<file path="src/rtl/dew_pkg.sv">
package dew_pkg;
    typedef enum logic [1:0] {
        ST_CLEAN   = 2'd0,
        ST_ARMED   = 2'd1,
        ST_TRIPPED = 2'd2
    } wdt_stage_e;

    localparam logic [4:0] OFS_COUNT  = 5'h00;
    localparam logic [4:0] OFS_INIT_N = 5'h01;
    localparam logic [4:0] OFS_STAT_A = 5'h04;
    localparam logic [4:0] OFS_STAT_B = 5'h06;
    localparam logic [4:0] OFS_CTRL   = 5'h08;
    localparam logic [4:0] OFS_GATE   = 5'h0C;
    localparam logic [4:0] OFS_INIT_W = 5'h12;

    localparam int HALT_BIT   = 11;
    localparam int FIRST_BIT  = 3;
    localparam int SECOND_BIT = 1;
    localparam int GATE_BIT   = 0;
    localparam int MIN_INIT   = 4;
endpackage

</file>
<file path="src/rtl/dew_prescaler.sv">
module dew_prescaler #(
    parameter int TICK_CYCLES = 30_000_000
) (
    input  logic clk,
    input  logic rst_n,
    input  logic run,
    output logic tick
);
    localparam int PW = (TICK_CYCLES > 1) ? $clog2(TICK_CYCLES) : 1;
    localparam logic [PW-1:0] LAST = PW'(TICK_CYCLES - 1);

    logic [PW-1:0] div_q;

    // Held at zero while halted, so a resumed timer waits a full period.
    always_ff @(posedge clk) begin
        if (!rst_n) begin
            div_q <= '0;
        end else if (!run || div_q == LAST) begin
            div_q <= '0;
        end else begin
            div_q <= div_q + 1'b1;
        end
    end

    assign tick = run && (div_q == LAST);
endmodule

</file>
<file path="src/rtl/dew_timer.sv">
module dew_timer
    import dew_pkg::*;
#(
    parameter int TW = 10,
    parameter logic [TW-1:0] RST_INIT = '1
) (
    input  logic          clk,
    input  logic          rst_n,
    input  logic          tick,
    input  logic          reload,
    input  logic [TW-1:0] init_val,
    input  logic          noreboot,
    output logic [TW-1:0] count,
    output logic          first_exp,
    output logic          second_exp,
    output logic          reset_req
);
    wdt_stage_e    st_q, st_d;
    logic [TW-1:0] cnt_q;
    logic          expire;

    // A reload in the same cycle beats an expiry.
    assign expire = tick && !reload && (cnt_q == '0);

    always_ff @(posedge clk) begin
        if (!rst_n) begin
            st_q <= ST_CLEAN;
        end else begin
            st_q <= st_d;
        end
    end

    always_comb begin
        st_d = st_q;
        unique case (st_q)
            ST_CLEAN: begin
                if (!reload && expire) begin
                    st_d = ST_ARMED;                            // first_expiry
                end
            end
            ST_ARMED: begin
                if (reload) begin
                    st_d = ST_CLEAN;                            // reload_clear
                end else if (expire) begin
                    st_d = noreboot ? ST_CLEAN : ST_TRIPPED;    // gated / trip
                end
            end
            ST_TRIPPED: st_d = ST_TRIPPED;
            default:    st_d = ST_CLEAN;
        endcase
    end

    always_ff @(posedge clk) begin
        if (!rst_n) begin
            cnt_q <= RST_INIT;
        end else if (reload || expire) begin
            cnt_q <= init_val;
        end else if (tick) begin
            cnt_q <= cnt_q - 1'b1;
        end
    end

    always_comb begin
        first_exp  = expire && (st_q == ST_CLEAN);
        second_exp = expire && (st_q == ST_ARMED);
        reset_req  = (st_q == ST_TRIPPED);
        count      = cnt_q;
    end
endmodule

</file>
<file path="src/rtl/dew_regs.sv">
module dew_regs
    import dew_pkg::*;
#(
    parameter bit WIDE = 1'b1,
    parameter int TW = 10,
    parameter logic [TW-1:0] RST_INIT = '1
) (
    input  logic          clk,
    input  logic          rst_n,
    input  logic          wr_en,
    input  logic          rd_en,
    input  logic [4:0]    addr,
    input  logic [15:0]   wdata,
    input  logic          strap_noreboot,
    input  logic [TW-1:0] count,
    input  logic          first_exp,
    input  logic          second_exp,
    output logic [15:0]   rdata,
    output logic          halt,
    output logic          noreboot,
    output logic          reload,
    output logic [TW-1:0] init_val
);
    localparam int         RW       = WIDE ? 16 : 8;
    localparam int         SW       = RW - TW;
    localparam logic [4:0] INIT_OFS = WIDE ? OFS_INIT_W : OFS_INIT_N;

    logic [TW-1:0] init_q;
    logic [SW-1:0] spare_q;
    logic          halt_q, gate_q, stat_a_q, stat_b_q;
    logic [15:0]   rd_mux, rdata_q;
    logic          wr_init, wr_ctrl, wr_gate, wr_stat_a, wr_stat_b, init_ok;
    logic          unused_bits;

    assign unused_bits = ^wdata;

    assign reload    = wr_en && (addr == OFS_COUNT);
    assign wr_init   = wr_en && (addr == INIT_OFS);
    assign wr_ctrl   = wr_en && (addr == OFS_CTRL);
    assign wr_gate   = wr_en && (addr == OFS_GATE);
    assign wr_stat_a = wr_en && (addr == OFS_STAT_A);
    assign wr_stat_b = wr_en && (addr == OFS_STAT_B);
    assign init_ok   = wdata[TW-1:0] >= TW'(MIN_INIT);

    always_ff @(posedge clk) begin
        if (!rst_n) begin
            init_q   <= RST_INIT;
            spare_q  <= '0;
            halt_q   <= 1'b1;
            gate_q   <= 1'b1;
            stat_a_q <= 1'b0;
            stat_b_q <= 1'b0;
        end else begin
            if (wr_init) begin
                spare_q <= wdata[RW-1:TW];
                if (init_ok) begin
                    init_q <= wdata[TW-1:0];
                end
            end
            if (wr_ctrl) begin
                halt_q <= wdata[HALT_BIT];
            end
            if (wr_gate) begin
                if (wdata[GATE_BIT]) begin
                    gate_q <= 1'b1;
                end else if (!strap_noreboot) begin
                    gate_q <= 1'b0;
                end
            end
            if (first_exp) begin
                stat_a_q <= 1'b1;
            end else if (wr_stat_a && wdata[FIRST_BIT]) begin
                stat_a_q <= 1'b0;
            end
            if (second_exp) begin
                stat_b_q <= 1'b1;
            end else if (wr_stat_b && wdata[SECOND_BIT]) begin
                stat_b_q <= 1'b0;
            end
        end
    end

    always_comb begin
        rd_mux = '0;
        case (addr)
            OFS_COUNT:  rd_mux = 16'(count);
            INIT_OFS:   rd_mux = 16'({spare_q, init_q});
            OFS_STAT_A: rd_mux[FIRST_BIT]  = stat_a_q;
            OFS_STAT_B: rd_mux[SECOND_BIT] = stat_b_q;
            OFS_CTRL:   rd_mux[HALT_BIT]   = halt_q;
            OFS_GATE:   rd_mux[GATE_BIT]   = gate_q;
            default:    rd_mux = '0;
        endcase
    end

    always_ff @(posedge clk) begin
        if (!rst_n) begin
            rdata_q <= '0;
        end else if (rd_en) begin
            rdata_q <= rd_mux;
        end
    end

    assign rdata    = rdata_q;
    assign halt     = halt_q;
    assign noreboot = gate_q;
    assign init_val = init_q;
endmodule

</file>
<file path="src/rtl/dual_expiry_wdt.sv">
module dual_expiry_wdt
    import dew_pkg::*;
#(
    parameter bit WIDE        = 1'b1,
    parameter int TICK_CYCLES = 30_000_000
) (
    input  logic        clk,
    input  logic        rst_n,
    input  logic        wr_en,
    input  logic        rd_en,
    input  logic [4:0]  addr,
    input  logic [15:0] wdata,
    output logic [15:0] rdata,
    input  logic        strap_noreboot,
    output logic        reset_req
);
    localparam int TW = WIDE ? 10 : 6;
    localparam logic [TW-1:0] RST_INIT = '1;

    logic          tick, halt, noreboot, reload, first_exp, second_exp;
    logic [TW-1:0] init_val, count;

    dew_prescaler #(.TICK_CYCLES(TICK_CYCLES)) u_pre (
        .clk  (clk),
        .rst_n(rst_n),
        .run  (!halt),
        .tick (tick)
    );

    dew_timer #(.TW(TW), .RST_INIT(RST_INIT)) u_tmr (
        .clk       (clk),
        .rst_n     (rst_n),
        .tick      (tick),
        .reload    (reload),
        .init_val  (init_val),
        .noreboot  (noreboot),
        .count     (count),
        .first_exp (first_exp),
        .second_exp(second_exp),
        .reset_req (reset_req)
    );

    dew_regs #(.WIDE(WIDE), .TW(TW), .RST_INIT(RST_INIT)) u_regs (
        .clk           (clk),
        .rst_n         (rst_n),
        .wr_en         (wr_en),
        .rd_en         (rd_en),
        .addr          (addr),
        .wdata         (wdata),
        .strap_noreboot(strap_noreboot),
        .count         (count),
        .first_exp     (first_exp),
        .second_exp    (second_exp),
        .rdata         (rdata),
        .halt          (halt),
        .noreboot      (noreboot),
        .reload        (reload),
        .init_val      (init_val)
    );
endmodule

</file>
<file path="config.mk">
export PLATFORM = sky130hd
export DESIGN_NAME = dual_expiry_wdt
export DESIGN_NICKNAME = d
export VERILOG_FILES = /design/src/rtl/dew_pkg.sv /design/src/rtl/dew_prescaler.sv /design/src/rtl/dew_timer.sv /design/src/rtl/dew_regs.sv /design/src/rtl/dual_expiry_wdt.sv
export SDC_FILE = /design/constraint.sdc
export NUM_CORES = 1
export LEC_CHECK = 0
export CAP_MARGIN = 10
export CORE_ASPECT_RATIO = 0.75
export CORE_UTILIZATION = 55
export CTS_CLUSTER_SIZE = 25
export DETAILED_ROUTE_END_ITERATION = 16
export DONT_BUFFER_PORTS = 1
export PLACE_DENSITY = 0.69
export SLEW_MARGIN = 25
export SYNTH_ARGS = -nofsm -noshare
export SYNTH_HDL_FRONTEND = slang
export SYNTH_HIERARCHICAL = 1
export SYNTH_SLANG_ARGS = --single-unit
</file>
<file path="constraint.sdc">
create_clock -name clk -period 7.6 [get_ports clk]
set_input_delay 1.52 -clock clk [delete_from_list [all_inputs] [get_ports clk]]
set_output_delay 1.52 -clock clk [all_outputs]
set_load 0.05 [all_outputs]
</file>
# Yosys cells after proc, flatten, opt, wreduce, memory -nomap -nowiden
# Cells that the tools add are included.
# word_totals
ff_bits,73
input_bits,26
elab_cells,73
# op_classes
add_sub_neg,2
n_lt_le_gt_ge,1
n_eq_ne,11
muxes,20
bitwise_logic,1
reduce_logical,28
# ops
op,n
adder 25 x 1 -> 25 bit (second input constant),1
equality test 25 bit (second input constant),1
2-to-1 mux 10 bit,2
logical AND 1 bit,14
one-hot mux 7 bit (2 select lines),1
equality test 5 x 3 -> 1 bit (second input constant),2
equality test 5 x 4 -> 1 bit (second input constant),2
greater-or-equal comparator 10 x 3 -> 1 bit (second input constant),1
zero test 10 bit,1
subtractor 10 x 1 -> 10 bit (second input constant),1
one-hot mux 1 bit (3 select lines),3
2-to-1 mux 2 bit,4
2-to-1 mux 1 bit,6
one-hot mux 2 bit (3 select lines),1
AND reduction 2 bit,3
nonzero test 2 bit,3
equality test 5 bit (second input constant),1
zero test 5 bit,1
2-to-1 mux 4 bit,1
one-hot mux 1 bit (2 select lines),2
!= test 3 x 1 -> 1 bit (second input constant),1
equality test 2 x 1 -> 1 bit (second input constant),1
equality test 2 bit (second input constant),1
zero test 1 bit,2
other kinds (6),7

# Depth between registers and ports, before layout
# logic_depth
depth_word,8
mapped_depth,11
ltp_nobuf,10

# Cells and area by module
# The synthesis kept the hierarchy.
# by_module_without_submodules
mod,instances,cells_each,area_per_inst_um2
dew_regs,1,173,1575.3
dew_prescaler,1,143,1270.0
dew_timer,1,76,698.2
dual_expiry_wdt,1,1,3.8

# Worst setup path after synthesis
# OpenSTA, ideal clock, no wires.
# synth_path
path_type,input to register
start,input port addr[4]
end,register u_tmr.st_q[1]
setup_ns,0.061
t_arrival_ns,2.753
path_slack_ns,4.786
stages,6
n_path_buf,0
path_cell_list,nor3_1 -> and3_1 -> inv_1 -> o41ai_4 -> and4b_1 -> o21a_1
# synth_via
elab_chain_cells,8
elab_cells_between_ends,11
# synth_lines
element,line_no,text
"start, declared",dual_expiry_wdt.sv:11,"input logic [4:0] addr,"
zero test 5 bit (*),dew_regs.sv:37,assign reload = wr_en && (addr == OFS_COUNT);
logical AND 1 bit (*),dew_regs.sv:37,
named net reload,dual_expiry_wdt.sv:20,"logic tick, halt, noreboot, reload, first_exp, second_exp;"
zero test 1 bit,"dew_timer.sv:23, dew_timer.sv:37",
logical AND 1 bit (2 in series),dew_timer.sv:23,assign expire = tick && !reload && (cnt_q == '0);
logical AND 1 bit,dew_timer.sv:37,if (!reload && expire) begin
!= test 2 x 1 -> 1 bit (no source line),-,
AND reduction 2 bit (no source line),-,
"end signal, assigned",dew_timer.sv:29,st_q <= st_d;
"end, declared",dew_timer.sv:18,"wdt_stage_e st_q, st_d;"
# The timed path passes the listed nets; every way through them passes the cells marked *.
# A chain may end at the register's enable or synchronous reset.

# Worst setup path after layout
# layout_path
start,register u_pre.div_q[10]
end,register u_tmr.cnt_q[6] (netlist: u_tmr/count[6])
# layout_via
elab_chain_cells,6
elab_cells_between_ends,7
# layout_lines
element,line_no,text
"start, declared",dew_prescaler.sv:12,logic [PW-1:0] div_q;
"start signal, assigned",dew_prescaler.sv:21,div_q <= div_q + 1'b1;
equality test 25 bit (*),dew_prescaler.sv:25,assign tick = run && (div_q == LAST);
logical AND 1 bit (*),dew_prescaler.sv:25,
named net tick,dual_expiry_wdt.sv:20,
logical AND 1 bit (2 in series),dew_timer.sv:23,
logical OR 1 bit,dew_timer.sv:56,end else if (reload || expire) begin
2-to-1 mux 10 bit or nonzero test 2 bit (tied branches),-,
"end signal, assigned",dew_timer.sv:57,cnt_q <= init_val;
"end signal, assigned",dew_timer.sv:59,cnt_q <= cnt_q - 1'b1;
"end, declared",dew_timer.sv:19,logic [TW-1:0] cnt_q;
# Marked as above.

==> summary.md <==
| Metric | Value |
|---|---|
| Outcome | `finished clean` |
| Setup TNS | `0 ps` |
| Final worst slack | `4504 ps` |
| DIE AREA | `6778 um2` |
| Detail Route Antenna Nets | `0` |
| Post-CTS sizing | `0` |
| Final Hold Violating Endpoints | `0` |
| Port Buffer Count | `0` |
| Int Power | `0.6475 mW` |
| Hold Path Class | `flip-flop to flip-flop` |
| Die width | `94.73 um` |
| DR DRC count | `0` |
| HPWL after detailed placement | `5855 um` |
| Longest Clk Path Bufs | `2` |
| Post-Syn Instances | `393` |
| Gp weighted congestion | `0.8621` |
| Vias | `2932` |
| Worst-path fanout max | `19` |
| Pre-CTS setup slack | `4388 ps` |
| Worst Hold Depth | `1` |
| Final setup viols | `0` |
| Final Cycle Share | `40.73%` |
| Final nets | `412` |
| Skew-Pair Late Insertion Delay | `350 ps` |
| First-pass GRT wire length | `13570 um` |
| Largest net degree at the start of global routing | `27` |
| CTS Buf Count | `9` |
| Top FF cell, synth | `dfxtp_1` |
| I/O pins | `43` |
| Vias per cell | `6.278` |
| DRT iter0 DRCs | `191` |
| Worst hold margin | `466.5 ps` |
| EDFF count, synth | `0` |
| Initial antenna violation count | `0` |
| Tot GR Track Use | `26.52%` |
| Max-slew violations | `0` |
| Peak VDD IR | `159.5 uV` |
| WL/cell | `17.54 um` |
| MaxCap Viol Count | `0` |
| Final Cell Area | `3774 um2` |
| Area growth syn-to-layout | `6.385%` |
| Syn_area_per_cell | `9.026 um2` |
| Required @ worst endpoint | `7840 ps` |
| Leak pwr | `1.302 nW` |
| Logic pwr share | `2.5%` |
| Reg clk slew, reported paths | `80 ps` |
| Rel. slew slack | `27.93%` |
| P_sw | `0.1672 mW` |
| Vias in the first global route | `2631` |
| Synth Register Bits | `73` |
| Setup Fix Bufs, Post-CTS | `0` |
| Slew at the pin closest to its max-slew limit | `1079 ps` |
| H-tree Lvls | `3` |
| Number of core rows | `24` |
| Final min period | `3096 ps` |
| Clock power frac | `49.3%` |
| CTS tree | `done` |
| CTS Sinks | `73` |
| Crit start category | `flip-flop` |
| Max Clk Rate | `0.3230 GHz` |
| Skew final | `5.419 ps` |
| Layout cell share with drive strength beyond 1 | `7.198%` |
| Critical Path AT | `3330 ps` |
| Number of antenna diodes | `0` |
| Fillcell total | `526` |
| Unique masters post-synth | `60` |
| Initial Util | `59.06%` |
| RSZ-0062 raised after global routing | `false` |
| Aggregate routed wire length | `8190 um` |
| Crit end category | `flip-flop` |
| 1st-pass router iterations | `4` |
| Post-synthesis sequential area ratio | `41.20%` |
| Ys async rst share | `0%` |
| Syn Std Cell Area | `3547 um2` |
| Seq pwr share | `48.2%` |
| Gr ovfl total | `0` |
| Cts hold-fix bufs | `0` |
| Clk root buf | `clkbuf_8` |
| Core ar. | `6006 um2` |
| Sw frac | `20.52%` |
| Placed instance area | `3508 um2` |
| P per Cell Area | `215.9 nW/um2` |
| Synth warnings | `6` |
| Crit Path Class | `flip-flop to flip-flop` |
| Worst R2R Path Depth | `7` |
| Post-synthesis net count | `421` |
| Die Span Y | `71.55 um` |
| Final Util | `62.83%` |
==> area by class of cell <==
class,instances,area (um2),share of cell area [%]
multi-input cells,285,1893,50.17
flip-flops and latches,73,1461,38.73
clock buffers,10,127.6,3.382
clock inverters,6,137.6,3.647
well taps,78,97.59,2.586
inverters,15,56.30,1.492
==> kinds of logic (layout without fill, tap and decap cells) <==
group	count (synthesis)	after routing	synth area share [%]
DFF	73	73	41.20
xor gates and xnor gates	22	22	5.432
AOI/OAI and AO/OA	81	81	16.16
buffers and inverters	35	31	5.431
muxes	10	10	2.822
and+or+nand+nor	170	170	28.25
adders and majority gates	2	2	0.7054
==> placed cells by master, fill, tap and decap left out, types with 7 or more instances in the layout <==
cell and instances:
and3_1 9, nand2b_1 9, mux2i_1 10, xor2_1 13, a221o_1 8, o21ai_0 9, nand2_1 26, dfxtp_1 73
a21oi_1 23, and2_1 14, nand3_1 18, a22oi_1 7, o22ai_1 7, xnor2_1 9, nor2_1 29, o211ai_1 7
nor3_1 8, inv_1 15, nand4_1 12, nor4_1 7, clkbuf_8 9
==> Yosys cell counts (3+ instances only) <==
library cell	n	share of area (%)
dfxtp_1	73	41
nor2_1	29	3.1
nand2_1	26	2.8
a21oi_1	23	3.2
nand3_1	18	2.5
inv_1	15	1.6
and2_1	14	2.5
xor2_1	13	3.2
nand4_1	12	2.1
mux2i_1	10	2.8
and3_1	9	1.6
nand2b_1	9	1.6
o21ai_0	9	1.3
xnor2_1	9	2.2
a221o_1	8	2.3
clkbuf_1	8	0.85
nor3_1	8	1.1
a22oi_1	7	1.5
nor4_1	7	1.2
o211ai_1	7	1.5
o22ai_1	7	1.2
or4_1	6	1.3
buf_6	5	1.6
o31ai_1	5	1.1
nor3b_1	4	0.85
nor4b_1	4	0.99
a31oi_1	3	0.53
buf_2	3	0.42
nor2b_1	3	0.53
or4b_1	3	0.85
==> stage by stage <==
step                      instances  power (mW)
after floorplan                 393      0.4218
after global placement          451      0.4210
after detailed placement        451      0.4213
after CTS                       467      0.8259
after global routing            467      0.8438
final                           467      0.8146
==> routing by layer <==
metal / up-vias / routed length [um] / GRT usage [%]
li1: 1430 / - / -
met1: 1373 / 4135 / 39.95
met2: 123 / 3264 / 34.61
met3: 6 / 725 / 10.08
met4: 0 / 65 / 7.576
met5: - / 0 / 0
==> power groups by stage <==
stage	combinational (mW)	clock, mW	sequential [mW]
after floorplan	0.0212	0	0.401
after global placement	0.0195	0	0.402
after detailed placement	0.0198	0	0.402
after CTS	0.0199	0.414	0.393
after global routing	0.0225	0.428	0.393
final	0.0202	0.402	0.393
==> flip-flops by register name (all words and copies together), names as in the netlist <==
register         flops
u_regs/init_val     10
u_regs/rdata        16
u_regs/noreboot      1
u_regs/stat_b_q      1
u_tmr/count         10
u_regs/halt          1
u_pre/div_q         25
u_regs/spare_q       6
u_regs/stat_a_q      1
u_tmr/st_q           2
==> worst paths after layout <==
path / from / endpoint / slack [ps]
hold reg to reg: u_pre/div_q[0] / u_pre/div_q[0] / 470
hold / removal: u_pre/div_q[0] / u_pre/div_q[0] / 470
setup reg to reg: u_pre/div_q[10] / u_tmr/count[6] / 4500
setup / recovery: u_pre/div_q[10] / u_tmr/count[6] / 4500
==> critical path: stages (launching register included) <==
cell	delay, ps
dfxtp_1	380
or4b_2	680
nor4_1	220
and2_1	340
nand4bb_4	190
o41ai_4	830
nor3b_1	280
a21oi_1	60
No activity file was read; power rests on OpenSTA's default activity.
